===== src/rtl/tfp_pkg.sv =====
package tfp_pkg;

   typedef enum logic {
      OP_MAIN = 1'b0,
      OP_ALT  = 1'b1
   } op_sel_e;

   function automatic int idx_width(input int n);
      return (n > 1) ? $clog2(n) : 1;
   endfunction

endpackage


===== src/rtl/tfp_rr_arb.sv =====
module tfp_rr_arb #(
   parameter int N  = 4,
   parameter int PW = tfp_pkg::idx_width(N)
) (
   input  logic          clk,
   input  logic          rst_n,
   input  logic [N-1:0]  req,
   input  logic          adv,
   output logic [N-1:0]  grant,
   output logic [PW-1:0] win,
   output logic          any
);

   logic [PW-1:0] ptr;

   always_comb begin
      int idx;
      grant = '0;
      win   = '0;
      any   = 1'b0;
      for (int off = 0; off < N; off++) begin
         idx = int'(ptr) + off;
         if (idx >= N) idx = idx - N;
         if (!any && req[idx]) begin
            any        = 1'b1;
            grant[idx] = 1'b1;
            win        = PW'(idx);
         end
      end
   end

   always_ff @(posedge clk or negedge rst_n) begin
      if (!rst_n) begin
         ptr <= '0;
      end else if (adv && any) begin
         ptr <= (win == PW'(N-1)) ? '0 : win + 1'b1;
      end
   end

endmodule


===== src/rtl/tfp_op_unit.sv =====
module tfp_op_unit #(
   parameter int DW        = 16,
   parameter bit SINGLE_OP = 1'b0
) (
   input  logic [DW-1:0] a,
   input  logic [DW-1:0] b,
   input  logic          op,
   output logic [DW-1:0] z
);

   generate
      if (SINGLE_OP) begin : g_unary
         logic unused_b;
         assign unused_b = ^b;
         assign z = (op == tfp_pkg::OP_ALT) ? a + DW'(1) : ~a;
      end else begin : g_binary
         assign z = (op == tfp_pkg::OP_ALT) ? a - b : a + b;
      end
   endgenerate

endmodule


===== src/rtl/tfp_stage.sv =====
module tfp_stage #(
   parameter int DW  = 16,
   parameter int IDW = 2
) (
   input  logic           clk,
   input  logic           rst_n,
   input  logic           load,
   input  logic           d_vld,
   input  logic [DW-1:0]  d_z,
   input  logic [IDW-1:0] d_id,
   output logic           q_vld,
   output logic [DW-1:0]  q_z,
   output logic [IDW-1:0] q_id
);

   always_ff @(posedge clk or negedge rst_n) begin
      if (!rst_n) begin
         q_vld <= 1'b0;
         q_z   <= '0;
         q_id  <= '0;
      end else if (load) begin
         q_vld <= d_vld;
         q_z   <= d_z;
         q_id  <= d_id;
      end
   end

endmodule


===== src/rtl/tagged_fanio_pipe.sv =====
module tagged_fanio_pipe #(
   parameter int NPORT     = 4,
   parameter int NROUTE    = 4,
   parameter int DW        = 16,
   parameter int DEPTH     = 3,
   parameter bit SINGLE_OP = 1'b0,
   parameter int IDW       = tfp_pkg::idx_width(NPORT)
) (
   input  logic                 clk,
   input  logic                 rst_n,
   input  logic [NPORT-1:0]     in_valid,
   output logic [NPORT-1:0]     in_ready,
   input  logic [NPORT*DW-1:0]  in_a,
   input  logic [NPORT*DW-1:0]  in_b,
   input  logic [NPORT-1:0]     in_op,
   input  logic [NPORT-1:0]     cancel_i,
   output logic [NPORT-1:0]     out_valid,
   input  logic [NPORT-1:0]     out_ready,
   output logic [NPORT*DW-1:0]  out_z,
   output logic [NPORT*IDW-1:0] out_id
);

   localparam int OFFSET = NPORT - NROUTE;
   localparam int LAST   = DEPTH - 1;
   localparam int RW     = tfp_pkg::idx_width(NROUTE);

   generate
      if (NPORT < 2) begin : g_chk_nport
         $error("tagged_fanio_pipe: NPORT must be at least 2");
      end
      if (NROUTE < 1 || NROUTE > NPORT) begin : g_chk_nroute
         $error("tagged_fanio_pipe: NROUTE must lie in 1..NPORT");
      end
      if (DEPTH < 1) begin : g_chk_depth
         $error("tagged_fanio_pipe: DEPTH must be at least 1");
      end
      if (DW < 1) begin : g_chk_dw
         $error("tagged_fanio_pipe: DW must be at least 1");
      end
      if (IDW < tfp_pkg::idx_width(NPORT)) begin : g_chk_idw
         $error("tagged_fanio_pipe: IDW too narrow for NPORT");
      end
   endgenerate

   // ---------------- fan-in ----------------
   logic [NROUTE-1:0] arb_req;
   logic [NROUTE-1:0] arb_grant;
   logic [RW-1:0]     arb_win;
   logic              arb_any;
   logic [DW-1:0]     sel_a;
   logic [DW-1:0]     sel_b;
   logic              sel_op;
   logic [DW-1:0]     entry_z;

   // pipeline state
   logic [DEPTH-1:0] s_vld;
   logic [DEPTH-1:0] s_ev;
   logic [DEPTH-1:0] s_rdy;
   logic [DW-1:0]    s_z  [DEPTH];
   logic [IDW-1:0]   s_id [DEPTH];
   logic [DEPTH-1:0] d_vld;
   logic [DW-1:0]    d_z  [DEPTH];
   logic [IDW-1:0]   d_id [DEPTH];
   logic             dest_ready;

   genvar gk;
   generate
      for (gk = 0; gk < NPORT; gk++) begin : g_in
         if (gk < NROUTE) begin : g_served
            assign arb_req[gk]  = in_valid[gk] & ~cancel_i[gk];
            assign in_ready[gk] = arb_grant[gk] & s_rdy[0];
         end else begin : g_idle
            assign in_ready[gk] = 1'b0;
         end
      end
   endgenerate

   tfp_rr_arb #(
      .N  (NROUTE),
      .PW (RW)
   ) u_arb (
      .clk   (clk),
      .rst_n (rst_n),
      .req   (arb_req),
      .adv   (s_rdy[0]),
      .grant (arb_grant),
      .win   (arb_win),
      .any   (arb_any)
   );

   assign sel_a  = in_a[arb_win*DW +: DW];
   assign sel_b  = in_b[arb_win*DW +: DW];
   assign sel_op = in_op[arb_win];

   tfp_op_unit #(
      .DW        (DW),
      .SINGLE_OP (SINGLE_OP)
   ) u_op (
      .a  (sel_a),
      .b  (sel_b),
      .op (sel_op),
      .z  (entry_z)
   );

   // ---------------- shared pipe ----------------
   genvar gs;
   generate
      for (gs = 0; gs < DEPTH; gs++) begin : g_stage
         assign s_ev[gs] = s_vld[gs] & ~cancel_i[s_id[gs]];

         if (gs == 0) begin : g_head
            assign d_vld[gs] = arb_any;
            assign d_z[gs]   = entry_z;
            assign d_id[gs]  = IDW'(arb_win);
         end else begin : g_body
            assign d_vld[gs] = s_ev[gs-1];
            assign d_z[gs]   = s_z[gs-1];
            assign d_id[gs]  = s_id[gs-1];
         end

         if (gs == LAST) begin : g_tail_rdy
            assign s_rdy[gs] = ~s_ev[gs] | dest_ready;
         end else begin : g_mid_rdy
            assign s_rdy[gs] = ~s_ev[gs] | s_rdy[gs+1];
         end

         tfp_stage #(
            .DW  (DW),
            .IDW (IDW)
         ) u_stage (
            .clk   (clk),
            .rst_n (rst_n),
            .load  (s_rdy[gs]),
            .d_vld (d_vld[gs]),
            .d_z   (d_z[gs]),
            .d_id  (d_id[gs]),
            .q_vld (s_vld[gs]),
            .q_z   (s_z[gs]),
            .q_id  (s_id[gs])
         );
      end
   endgenerate

   // ---------------- fan-out ----------------
   always_comb begin
      dest_ready = 1'b0;
      for (int j = 0; j < NPORT; j++) begin
         if (j >= OFFSET && s_id[LAST] == IDW'(j - OFFSET)) begin
            dest_ready = out_ready[j];
         end
      end
   end

   genvar go;
   generate
      for (go = 0; go < NPORT; go++) begin : g_out
         if (go < OFFSET) begin : g_unrouted
            assign out_valid[go] = 1'b0;
         end else begin : g_routed
            assign out_valid[go] = s_ev[LAST] & (s_id[LAST] == IDW'(go - OFFSET));
         end
         assign out_z[go*DW +: DW]   = s_z[LAST];
         assign out_id[go*IDW +: IDW] = s_id[LAST];
      end
   endgenerate

endmodule


===== config.mk =====
export PLATFORM = sky130hd
export DESIGN_NAME = tagged_fanio_pipe
export DESIGN_NICKNAME = d
export VERILOG_FILES = /design/src/rtl/tfp_pkg.sv /design/src/rtl/tfp_rr_arb.sv /design/src/rtl/tfp_op_unit.sv /design/src/rtl/tfp_stage.sv /design/src/rtl/tagged_fanio_pipe.sv
export SDC_FILE = /design/constraint.sdc
export NUM_CORES = 1
export LEC_CHECK = 0
export ABC_CLOCK_PERIOD_IN_PS = 6100
export BUFFER_PORTS_ARGS = -buffer_cell sky130_fd_sc_hd__buf_2
export CAP_MARGIN = 0
export CORE_MARGIN = 2
export CORE_UTILIZATION = 44
export DETAILED_ROUTE_END_ITERATION = 12
export PLACE_DENSITY = 0.79
export SLEW_MARGIN = 10
export SYNTH_ARGS = -nofsm -noshare
export SYNTH_HDL_FRONTEND = slang
export SYNTH_HIERARCHICAL = 1
export SYNTH_SLANG_ARGS = --single-unit

===== constraint.sdc =====
create_clock -name clk -period 6.1 [get_ports clk]
set_clock_uncertainty 0.15 [all_clocks]
set_input_delay 0.915 -clock clk [delete_from_list [all_inputs] [get_ports clk]]
set_output_delay 0.915 -clock clk [all_outputs]
set_load 0.1 [all_outputs]

==> results.md, run 1 <==
* Final hold vios at 0
* RR Startpoint: u_arb/ptr[1]
* CTS tree: done
* Finished Cell Area at 6360 sq um
* Antenna viol nets, final at 0
* CTS Root Cell: clkbuf_16
* CTS Buffer Depth at 2
* Seq/Total Area, Yosys at 0.279
* Post-synth top flop: dfrtp_1
* Final setup viols at 0
* Crit end category: register
* Worst R2R Setup Slack at 0.32 ns
* First-pass GRT wire length at 19,300 um
* Post-synthesis cell area at 5280 sq um
* Post-synth cell types at 57
* Worst rel slew slack at 0.172
* Setup_tns at 0 ns
* Area fraction of the dominant cell type after synthesis at 0.279
* Avg Cell Area, Syn at 12.0 sq um
* Yosys top cell by area: dfrtp_1
* Fin crit share at 0.953
* RSZ-0062 raised after global routing: no
* Achievable frequency at 0.172 GHz
* Post-CTS setup buffer count at 0
* DR vias at 4,140
* CP endpoint: g_stage[0].u_stage/q_z[12]
* Critical path launch point type: input pin
* Reg clk slew, reported paths at 0.05 ns
* Worst Setup SP: cancel_i[3]
* Nets@finish at 783
* Die X-Extent at 114 um
* WL per Instance at 15.8 um
* Final min period at 5.81 ns
* H-Tree Depth at 3
* Placement Rows at 40
* Drt via density at 5.43
* Iter 0 DRT Violations at 226
* Vias in the first global route at 3,959
* Commonest cells post-synth: 59 x dfrtp_1, 57 x buf_4, 38 x mux4_2
* Worst Tran Pin Value at 1.24 ns
* Worst-Skew Late Latency at 0.31 ns
* Total length of routed wires at 12,000 um
* EDFF count, synth at 0
* Buffers added on ports at 225
* Largest net degree at the start of global routing at 60
* Post-DP HPWL at 10,000 um
* Yosys reg bits at 59
* RD Place Congestion at 0.883
* Outcome: complete, no violations
* Placed inst area at 6080 sq um
* Antenna Cells at 0
* Max FO, Critical Path at 8
* Share of cells above drive strength 1 at 0.592
* Critical setup path kind: in2reg
* First drt pass iteration count at 6
* Num CTS Buffers at 9
* CTS Sinks at 59
* Worst hold path type: reg2reg
* GRT Total Usage at 0.186
* Top-count cell post-synth: dfrtp_1
* Core area at 11,900 sq um
* Area growth syn-to-layout at 20.3%
* DIE AREA at 12,900 sq um
* Post-Syn Nets at 611
* Async SR Flop Fraction at 1.00
* DRC Markers at 0
* Arrival @ worst endpoint at 5.86 ns
* Initial Util at 0.445
* Chip height at 114 um
* Initial antenna violation count at 0
* Synth area leaders: dfrtp_1 28%, mux4_2 16%, mux2_4 8.5%
* Total of max-cap violations at 0
* Cells after synthesis at 440
* Total gr overflow at 0
* Worst-case reg-to-reg path depth at 20
* Yosys warnings at 6
* I/O pin total at 226
* Final core utilization at 0.536
* Worst R2R End: g_stage[0].u_stage/q_z[12]
* Critical Path RT at 6.14 ns
* Max Slew Vio Count at 0
-- repair_timing --
| action | 4_1_cts | 5_1_grt |
|---|---|---|
| hold endpoints to repair | 0 | 0 |
| hold buffers | 0 | 0 |
| endpoints found under the setup margin | 0 | 4 |
| resized for setup | 0 | 2 |
-- sequential cells by signal (all words and copies together) (netlist names), named ones only --
name / flops
u_arb/ptr: 1
g_stage.u_stage/q_z: 48
g_stage.u_stage/q_vld: 3
g_stage.u_stage/q_id: 6
-- critical path, cell delays in order --
cell	delay (ns)
buf_2	0.12
and2b_1	0.24
mux4_2	0.62
nor2b_4	0.21
o21ai_1	0.14
nand2_2	0.17
buf_4	0.19
mux4_2	0.54
nand2b_1	0.18
or4_1	0.45
nor3_1	0.24
nor2_1	0.08
xnor2_1	0.13
ha_1	0.37
nand2_1	0.08
o22a_2	0.27
or3_1	0.31
a31oi_1	0.25
xnor2_1	0.09
mux2_4	0.25
-- stage by stage --
stage | hold WS [ns] | cells | worst slack, ns
final | 0.354 | 762 | 0.285
after global routing | 0.375 | 762 | 0.0209
after CTS | 0.359 | 762 | 0.220
after detailed placement | 0.345 | 748 | 0.0156
after global placement | 0.341 | 748 | 0.199
after floorplan | 0.325 | 440 | 0.185
-- cell usage in the layout (no fill, tap or decap), types with 2 or more instances in the layout --
master     count
xnor2_1       24
clkinv_2       3
mux4_2        38
nor3_1         6
dfrtp_1       58
ha_1          24
nor3b_1        3
inv_1         16
mux2i_1        4
and4bb_2       2
clkbuf_8       2
clkbuf_16      9
a22oi_1        4
a21o_2         2
xor2_1         6
mux2_2        31
mux2_4        30
a21o_1         2
nand2b_1       7
buf_4          8
buf_2        225
and2b_1        3
a221o_1        4
a21oi_1       20
nor2_1        19
nand3_1        3
nand2_1        9
o211ai_1       2
o21ai_0        7
a31oi_1        8
nor2b_1        7
o22ai_1        2
-- cell type report --
cell class	instances	area, sq um
Clock buffer	11	253
Tap cell	147	184
Inverter	16	60.1
Timing Repair Buffer	234	1200
Multi-Input combinational cell	292	3170
Clock inverter	3	15.0
Fill cell	984	5500
Sequential cell	59	1480
-- per-layer routing --
metal  vias up  share of wire  global-route usage
li1       1940              -                   -
met3        14          0.060              0.0308
met5         -              0                   0
met1      2001           0.42               0.232
met4         0          0.012              0.0520
met2       185           0.51               0.335
-- how the worst min path moves through the flow --
stage / to / depth (start not counted) / startpoint / slack [ns]
floorplan: g_stage[0].u_stage/q_z[0] / 1 / g_stage[0].u_stage/q_z[0] / 0.32
global placement: g_stage[0].u_stage/q_z[1] / 1 / g_stage[0].u_stage/q_z[1] / 0.34
detailed placement: g_stage[1].u_stage/q_z[3] / 1 / g_stage[1].u_stage/q_z[3] / 0.34
CTS: g_stage[1].u_stage/q_z[3] / 1 / g_stage[1].u_stage/q_z[3] / 0.36
global route: g_stage[1].u_stage/q_z[14] / 1 / g_stage[1].u_stage/q_z[14] / 0.38
finish: g_stage[1].u_stage/q_z[3] / 1 / g_stage[1].u_stage/q_z[3] / 0.35
-- kinds of logic (layout without fill, tap and decap cells) --
group	after synthesis	in the layout	share of synthesized area
fa+ha+maj	25	25	0.0606
buf+inv	89	264	0.121
xor+xnor	30	30	0.0497
compound gates	65	65	0.0926
flops	59	59	0.279
simple gates	68	68	0.0708
mux	104	104	0.326
Power of run 1 is not shown: default switching activity piles up to over one toggle a cycle in this logic, so the estimate is an artifact.
==> run 2, diff against run 1 <==
--- a/config.mk
+++ b/config.mk
@@ -9,11 +9,11 @@
 export BUFFER_PORTS_ARGS = -buffer_cell sky130_fd_sc_hd__buf_2
 export CAP_MARGIN = 0
 export CORE_MARGIN = 2
-export CORE_UTILIZATION = 44
+export CORE_UTILIZATION = 45
+export CTS_BUF_LIST = sky130_fd_sc_hd__clkbuf_16
 export DETAILED_ROUTE_END_ITERATION = 12
 export PLACE_DENSITY = 0.79
 export SLEW_MARGIN = 10
 export SYNTH_ARGS = -nofsm -noshare
 export SYNTH_HDL_FRONTEND = slang
-export SYNTH_HIERARCHICAL = 1
 export SYNTH_SLANG_ARGS = --single-unit
==> run 2 against run 1 <==
Compared with the run above:
- routed wire length increased by 32%
- first-iteration DRC count rose by 31%
- global-route usage increased by 5.2 points
- sequential cell count unchanged
- sequential share of layout area decreased by 1.6 points
- critical path depth is the same
- via count increased by 36%
- die area grew 3.1%
- synthesized cell count is 59% higher
- synthesized area grew 5.5%
- non-clock buffer count rose by 13
- critical path type unchanged
- highest routed layer unchanged
==> results.md, run 2 <==
* Post-synth top flop: dfrtp_1
* I/O pin total at 226
* Vias in the first global route at 5,146
* Crit end category: register
* Achievable frequency at 0.181 GHz
* First drt pass iteration count at 5
* Fillers at 1,141
* Final min period at 5.51 ns
* Core area at 12,100 sq um
* Worst hold path type: reg2reg
* RD Place Congestion at 0.954
* EDFF count, synth at 0
* CTS Root Cell: clkbuf_16
* Multi-input logic area at 3520 sq um
* Num CTS Buffers at 9
* Yosys top cell by area: dfrtp_1
* Buffers added on ports at 225
* Critical Path RT at 6.15 ns
* Setup_tns at 0 ns
* Post-DP HPWL at 12,700 um
* Drt via density at 5.43
* Top Usage Layer GRT: met2
* Worst Tran Pin Value at 1.01 ns
* CTS Buffer Depth at 2
* Total gr overflow at 0
* Seq/Total Area, Yosys at 0.265
* Storage element area at 1480 sq um
* Area fraction of the dominant cell type after synthesis at 0.265
* GR met2 Demand/Resource at 0.397
* Post-Syn Nets at 872
* Max FO, Critical Path at 15
* Commonest cells post-synth: 153 x nand2_1, 59 x dfrtp_1, 54 x buf_4
* Final hold vios at 0
* Arrival @ worst endpoint at 5.56 ns
* Top Registers: g_stage.u_stage.q_z: 48 flops, g_stage.u_stage.q_id: 6 flops, g_stage.u_stage.q_vld: 3 flops
* Nets@finish at 1,039
* Cells after synthesis at 701
* WL per Instance at 15.3 um
* Max reg flops at 48
* Max Slew Vio Count at 0
* Top-count cell post-synth: nand2_1
* Antenna Cells at 0
* DIE AREA at 13,300 sq um
* Reg clk slew, reported paths at 0.05 ns
* Post-synthesis cell area at 5580 sq um
* Worst-Skew Late Latency at 0.32 ns
* GRT Total Usage at 0.238
* GR Util met1 at 0.324
* Placement Rows at 40
* CTS Sinks at 59
* Largest net degree at the start of global routing at 60
* RSZ-0062 raised after global routing: no
* Post-CTS setup buffer count at 0
* Area growth syn-to-layout at 22.5%
* Fin crit share at 0.904
* Total of max-cap violations at 0
* Cts repair resizes at 0
* Initial antenna violation count at 0
* Final setup viols at 0
* DRC Markers at 0
* Commonest non-fill, non-tap cell in the layout: buf_2
* Antenna viol nets, final at 0
* Worst rel slew slack at 0.327
* Die X-Extent at 115 um
* H-Tree Depth at 3
* Post-synth cell types at 61
* Chip height at 115 um
* Yosys reg bits at 59
* Initial Util at 0.462
* CTS tree: done
* Critical setup path kind: in2reg
* Reg with most FFs: g_stage.u_stage.q_z
* Iter 0 DRT Violations at 296
* Most frequent cells in the layout: 225 x buf_2, 152 x nand2_1, 59 x dfrtp_1
* First-pass GRT wire length at 25,200 um
* Async SR Flop Fraction at 1.00
* Met3 Use GR at 0.0343
* Outcome: complete, no violations
* Total length of routed wires at 15,900 um
* Hold-fix buffers at CTS at 0
* DR vias at 5,643
* Share of cells above drive strength 1 at 0.361
* Synth area leaders: dfrtp_1 26%, nand2_1 10%, mux2_2 7.7%
* Critical path launch point type: input pin
* Yosys warnings at 0
* Avg Cell Area, Syn at 7.95 sq um
[run 2: layout make-up]
class | instances | area share
Tap cell | 168 | 0.0308
Clock inverter | 6 | 0.0119
Multi-Input combinational cell | 544 | 0.515
Sequential cell | 59 | 0.216
Clock buffer | 9 | 0.0330
Inverter | 7 | 0.00385
Timing Repair Buffer | 247 | 0.189
[run 2: worst paths after layout]
check / start / to / slack, ns / cells past startpoint
max: cancel_i[3] / g_stage[0].u_stage.q_z[14] / 0.59 / 20
min: g_stage[0].u_stage.q_z[1] / g_stage[0].u_stage.q_z[1] / 0.35 / 2
max reg2reg: u_arb.ptr[0] / g_stage[0].u_stage.q_z[14] / 0.64 / 21
min reg2reg: g_stage[0].u_stage.q_z[1] / g_stage[0].u_stage.q_z[1] / 0.35 / 2
max in group asynchronous: rst_n / g_stage[0].u_stage.q_z[7] / 4.73 / 2
min in group asynchronous: rst_n / g_stage[2].u_stage.q_id[1] / 0.59 / 2
[run 2: per-layer routing]
metal  share of wire  vias up
met1            0.44     2586
li1                -     2768
met2            0.47      273
met5               0        -
met3           0.068       16
met4           0.013        0
[run 2: logic make-up (layout without fill, tap and decap cells)]
family          Yosys count  count (layout)  synth area share
mux                      54              54             0.117
buf+inv                  98             269             0.109
fa+ha+maj                25              25            0.0575
flops                    59              59             0.265
compound gates          128             128             0.146
simple gates            304             304             0.254
xor+xnor                 33              33            0.0518
[run 2: through the flow]
stage / worst slack [ns] / hold WS, ns / cell area [sq um] / instances / utilization
finish: 0.585 / 0.349 / 6830 / 1040 / 0.566
global route: 0.0532 / 0.374 / 6830 / 1040 / 0.566
CTS: 0.613 / 0.344 / 6830 / 1040 / 0.566
detailed placement: 0.294 / 0.327 / 6530 / 1025 / 0.541
global placement: 0.488 / 0.317 / 6530 / 1025 / 0.541
floorplan: 0.324 / 0.283 / 5580 / 701 / -
[run 2: critical path: stages]
cell and delay, ns:
buf_2 0.13, nor2b_1 0.37, nor2_1 0.10, or2_2 0.42, nor2_4 0.35, mux2i_1 0.38
nand2_1 0.09, nand2_1 0.22, a21oi_1 0.17, fa_1 0.46, a21o_1 0.18, a21oi_1 0.24
o21bai_1 0.09, a21oi_1 0.23, o21ai_0 0.20, a211oi_1 0.35, o21bai_1 0.12, a31oi_1 0.21
xnor2_1 0.08, mux2_2 0.26
Power of run 2 is left out for the same reason.
==> run 3, diff against run 2 <==
--- a/config.mk
+++ b/config.mk
@@ -6,12 +6,13 @@
 export NUM_CORES = 1
 export LEC_CHECK = 0
 export ABC_CLOCK_PERIOD_IN_PS = 6100
-export BUFFER_PORTS_ARGS = -buffer_cell sky130_fd_sc_hd__buf_2
+export BUFFER_PORTS_ARGS = -buffer_cell sky130_fd_sc_hd__clkbuf_2
 export CAP_MARGIN = 0
 export CORE_MARGIN = 2
 export CORE_UTILIZATION = 45
 export CTS_BUF_LIST = sky130_fd_sc_hd__clkbuf_16
 export DETAILED_ROUTE_END_ITERATION = 12
+export GPL_TIMING_DRIVEN = 1
 export PLACE_DENSITY = 0.79
 export SLEW_MARGIN = 10
 export SYNTH_ARGS = -nofsm -noshare
==> run 3 against run 2 <==
Compared with the run above:
- maximum frequency decreased by 0.97%
- sequential share of layout area grew 0.11 points
- first-iteration DRC count increased by 30%
- sequential cell count did not move
- register-to-register slack got worse by 0.09 ns
- utilization shrank 0.29 points
- die area is the same
- hold slack got worse by 0.013 ns
- routed wire length shrank 1.5%
==> results.md, run 3 (synthesized netlist as in run 2, its figures left out) <==
* Setup_tns at 0 ns
* Commonest non-fill, non-tap cell in the layout: clkbuf_2
* Antenna Cells at 0
* Met3 Use GR at 0.0353
* Fin crit share at 0.913
* Critical path launch point type: input pin
* First-pass GRT wire length at 25,200 um
* CTS tree: done
* Top Registers: g_stage.u_stage.q_z: 48 flops, g_stage.u_stage.q_id: 6 flops, g_stage.u_stage.q_vld: 3 flops
* Max reg flops at 48
* Initial Util at 0.462
* Arrival @ worst endpoint at 5.62 ns
* Total gr overflow at 0
* RD Place Congestion at 0.934
* Num CTS Buffers at 9
* Storage element area at 1480 sq um
* CTS Sinks at 59
* Post-Place Setup Slack at 0.236 ns
* Multi-input logic area at 3520 sq um
* Worst rel slew slack at 0.295
* GRT Total Usage at 0.237
* Placement Rows at 40
* GR met2 Demand/Resource at 0.369
* Largest net degree at the start of global routing at 60
* Nets@finish at 1,034
* Achievable frequency at 0.180 GHz
* CTS Buffer Depth at 2
* CTS Root Cell: clkbuf_16
* Max stage delay on crit path at 0.61 ns
* Die X-Extent at 115 um
* Drt via density at 5.51
* Chip height at 115 um
* Post-CTS setup buffer count at 0
* Cts repair resizes at 0
* H-Tree Depth at 3
* Vias in the first global route at 5,225
* Setup ws final at 0.531 ns
* Share of cells above drive strength 1 at 0.359
* I/O pin total at 226
* Total of max-cap violations at 0
* Worst Tran Pin Value at 1.06 ns
* Post-DP HPWL at 12,400 um
* Top Usage Layer GRT: met2
* Buffers added on ports at 225
* Worst-Skew Late Latency at 0.32 ns
* Worst path cell trace: clkbuf_2 -> nand2b_1 -> and3_1 -> o21ai_0 -> o21ai_1 -> o31ai_4 -> buf_4 -> nand3_1 -> nand2_1 -> ha_1 -> inv_1 -> fa_1 -> a21o_1 -> a21oi_1 -> o21bai_1 -> a21oi_1 -> o21ai_0 -> a211oi_1 -> o21bai_1 -> a31oi_1 -> xnor2_1 -> mux2_2
* Outcome: complete, no violations
* Max FO, Critical Path at 21
* Iter 0 DRT Violations at 384
* WL per Instance at 15.1 um
* DR vias at 5,704
* First drt pass iteration count at 7
* DIE AREA at 13,300 sq um
* Max Slew Vio Count at 0
* Fillers at 1,116
* Slowest library cell on the worst path: o31ai_4
* Reg with most FFs: g_stage.u_stage.q_z
* Area growth syn-to-layout at 21.9%
* Final setup viols at 0
* GR Util met1 at 0.332
* Antenna viol nets, final at 0
* Crit end category: register
* RSZ-0062 raised after global routing: no
* Most frequent cells in the layout: 225 x clkbuf_2, 152 x nand2_1, 59 x dfrtp_1
* Critical Path RT at 6.15 ns
* DRC Markers at 0
* Core area at 12,100 sq um
* Final hold vios at 0
* Hold-fix buffers at CTS at 0
* Worst hold path type: reg2reg
* Reg clk slew, reported paths at 0.05 ns
* Critical setup path kind: in2reg
* Initial antenna violation count at 0
* WP buf/inv at 3
* Total length of routed wires at 15,600 um
* Final min period at 5.57 ns
* CP top delay family: compound AO/OA/AOI/OAI gates
-- run 3: cell count changes in the layout (fill, tap and decap cells not counted) --
cell      previous run  this run
clkinv_1             2         0
inv_1                7         8
buf_2              225         0
buf_4               22        17
clkinv_4             1         0
clkinv_2             1         4
clkbuf_2             0       225
-- run 3: worst min-delay path: stages (launching register included) --
cell and delay, ns:
dfrtp_1 0.35, nand2_1 0.06, nand2_1 0.05
-- run 3: routing by layer --
metal  share of wire  vias up
li1                -     2751
met2            0.45      284
met5               0        -
met3           0.067       36
met4           0.029        0
met1            0.45     2633
-- run 3: final cells by class --
cell class              count  area share
flip-flops and latches     59       0.217
repair buffers            242       0.184
multi-input cells         544       0.518
clock inverters             7      0.0123
well taps                 168      0.0309
inverters                   7     0.00387
clock buffers               9      0.0331
-- run 3: path summary, 6_finish.rpt --
check / startpoint / endpoint / slack, ns / cells after the start
min: g_stage[0].u_stage.q_z[1] / g_stage[0].u_stage.q_z[1] / 0.34 / 2
max reg2reg: u_arb.ptr[0] / g_stage[0].u_stage.q_z[14] / 0.55 / 22
max in group asynchronous: rst_n / g_stage[0].u_stage.q_z[0] / 4.75 / 2
min in group asynchronous: rst_n / g_stage[2].u_stage.q_id[0] / 0.59 / 2
min reg2reg: g_stage[0].u_stage.q_z[1] / g_stage[0].u_stage.q_z[1] / 0.34 / 2
max: cancel_i[3] / g_stage[0].u_stage.q_z[14] / 0.53 / 22
-- run 3: metrics by stage --
| step | utilization | hold WS (ns) | std cells | cell area, sq um |
|---|---|---|---|---|
| floorplan | - | 0.283 | 701 | 5580 |
| detailed placement | 0.538 | 0.327 | 1020 | 6490 |
| finish | 0.563 | 0.336 | 1036 | 6800 |
| global route | 0.563 | 0.363 | 1036 | 6800 |
| CTS | 0.563 | 0.339 | 1036 | 6800 |
| global placement | 0.538 | 0.314 | 1020 | 6490 |
Power of run 3 is left out for the same reason.
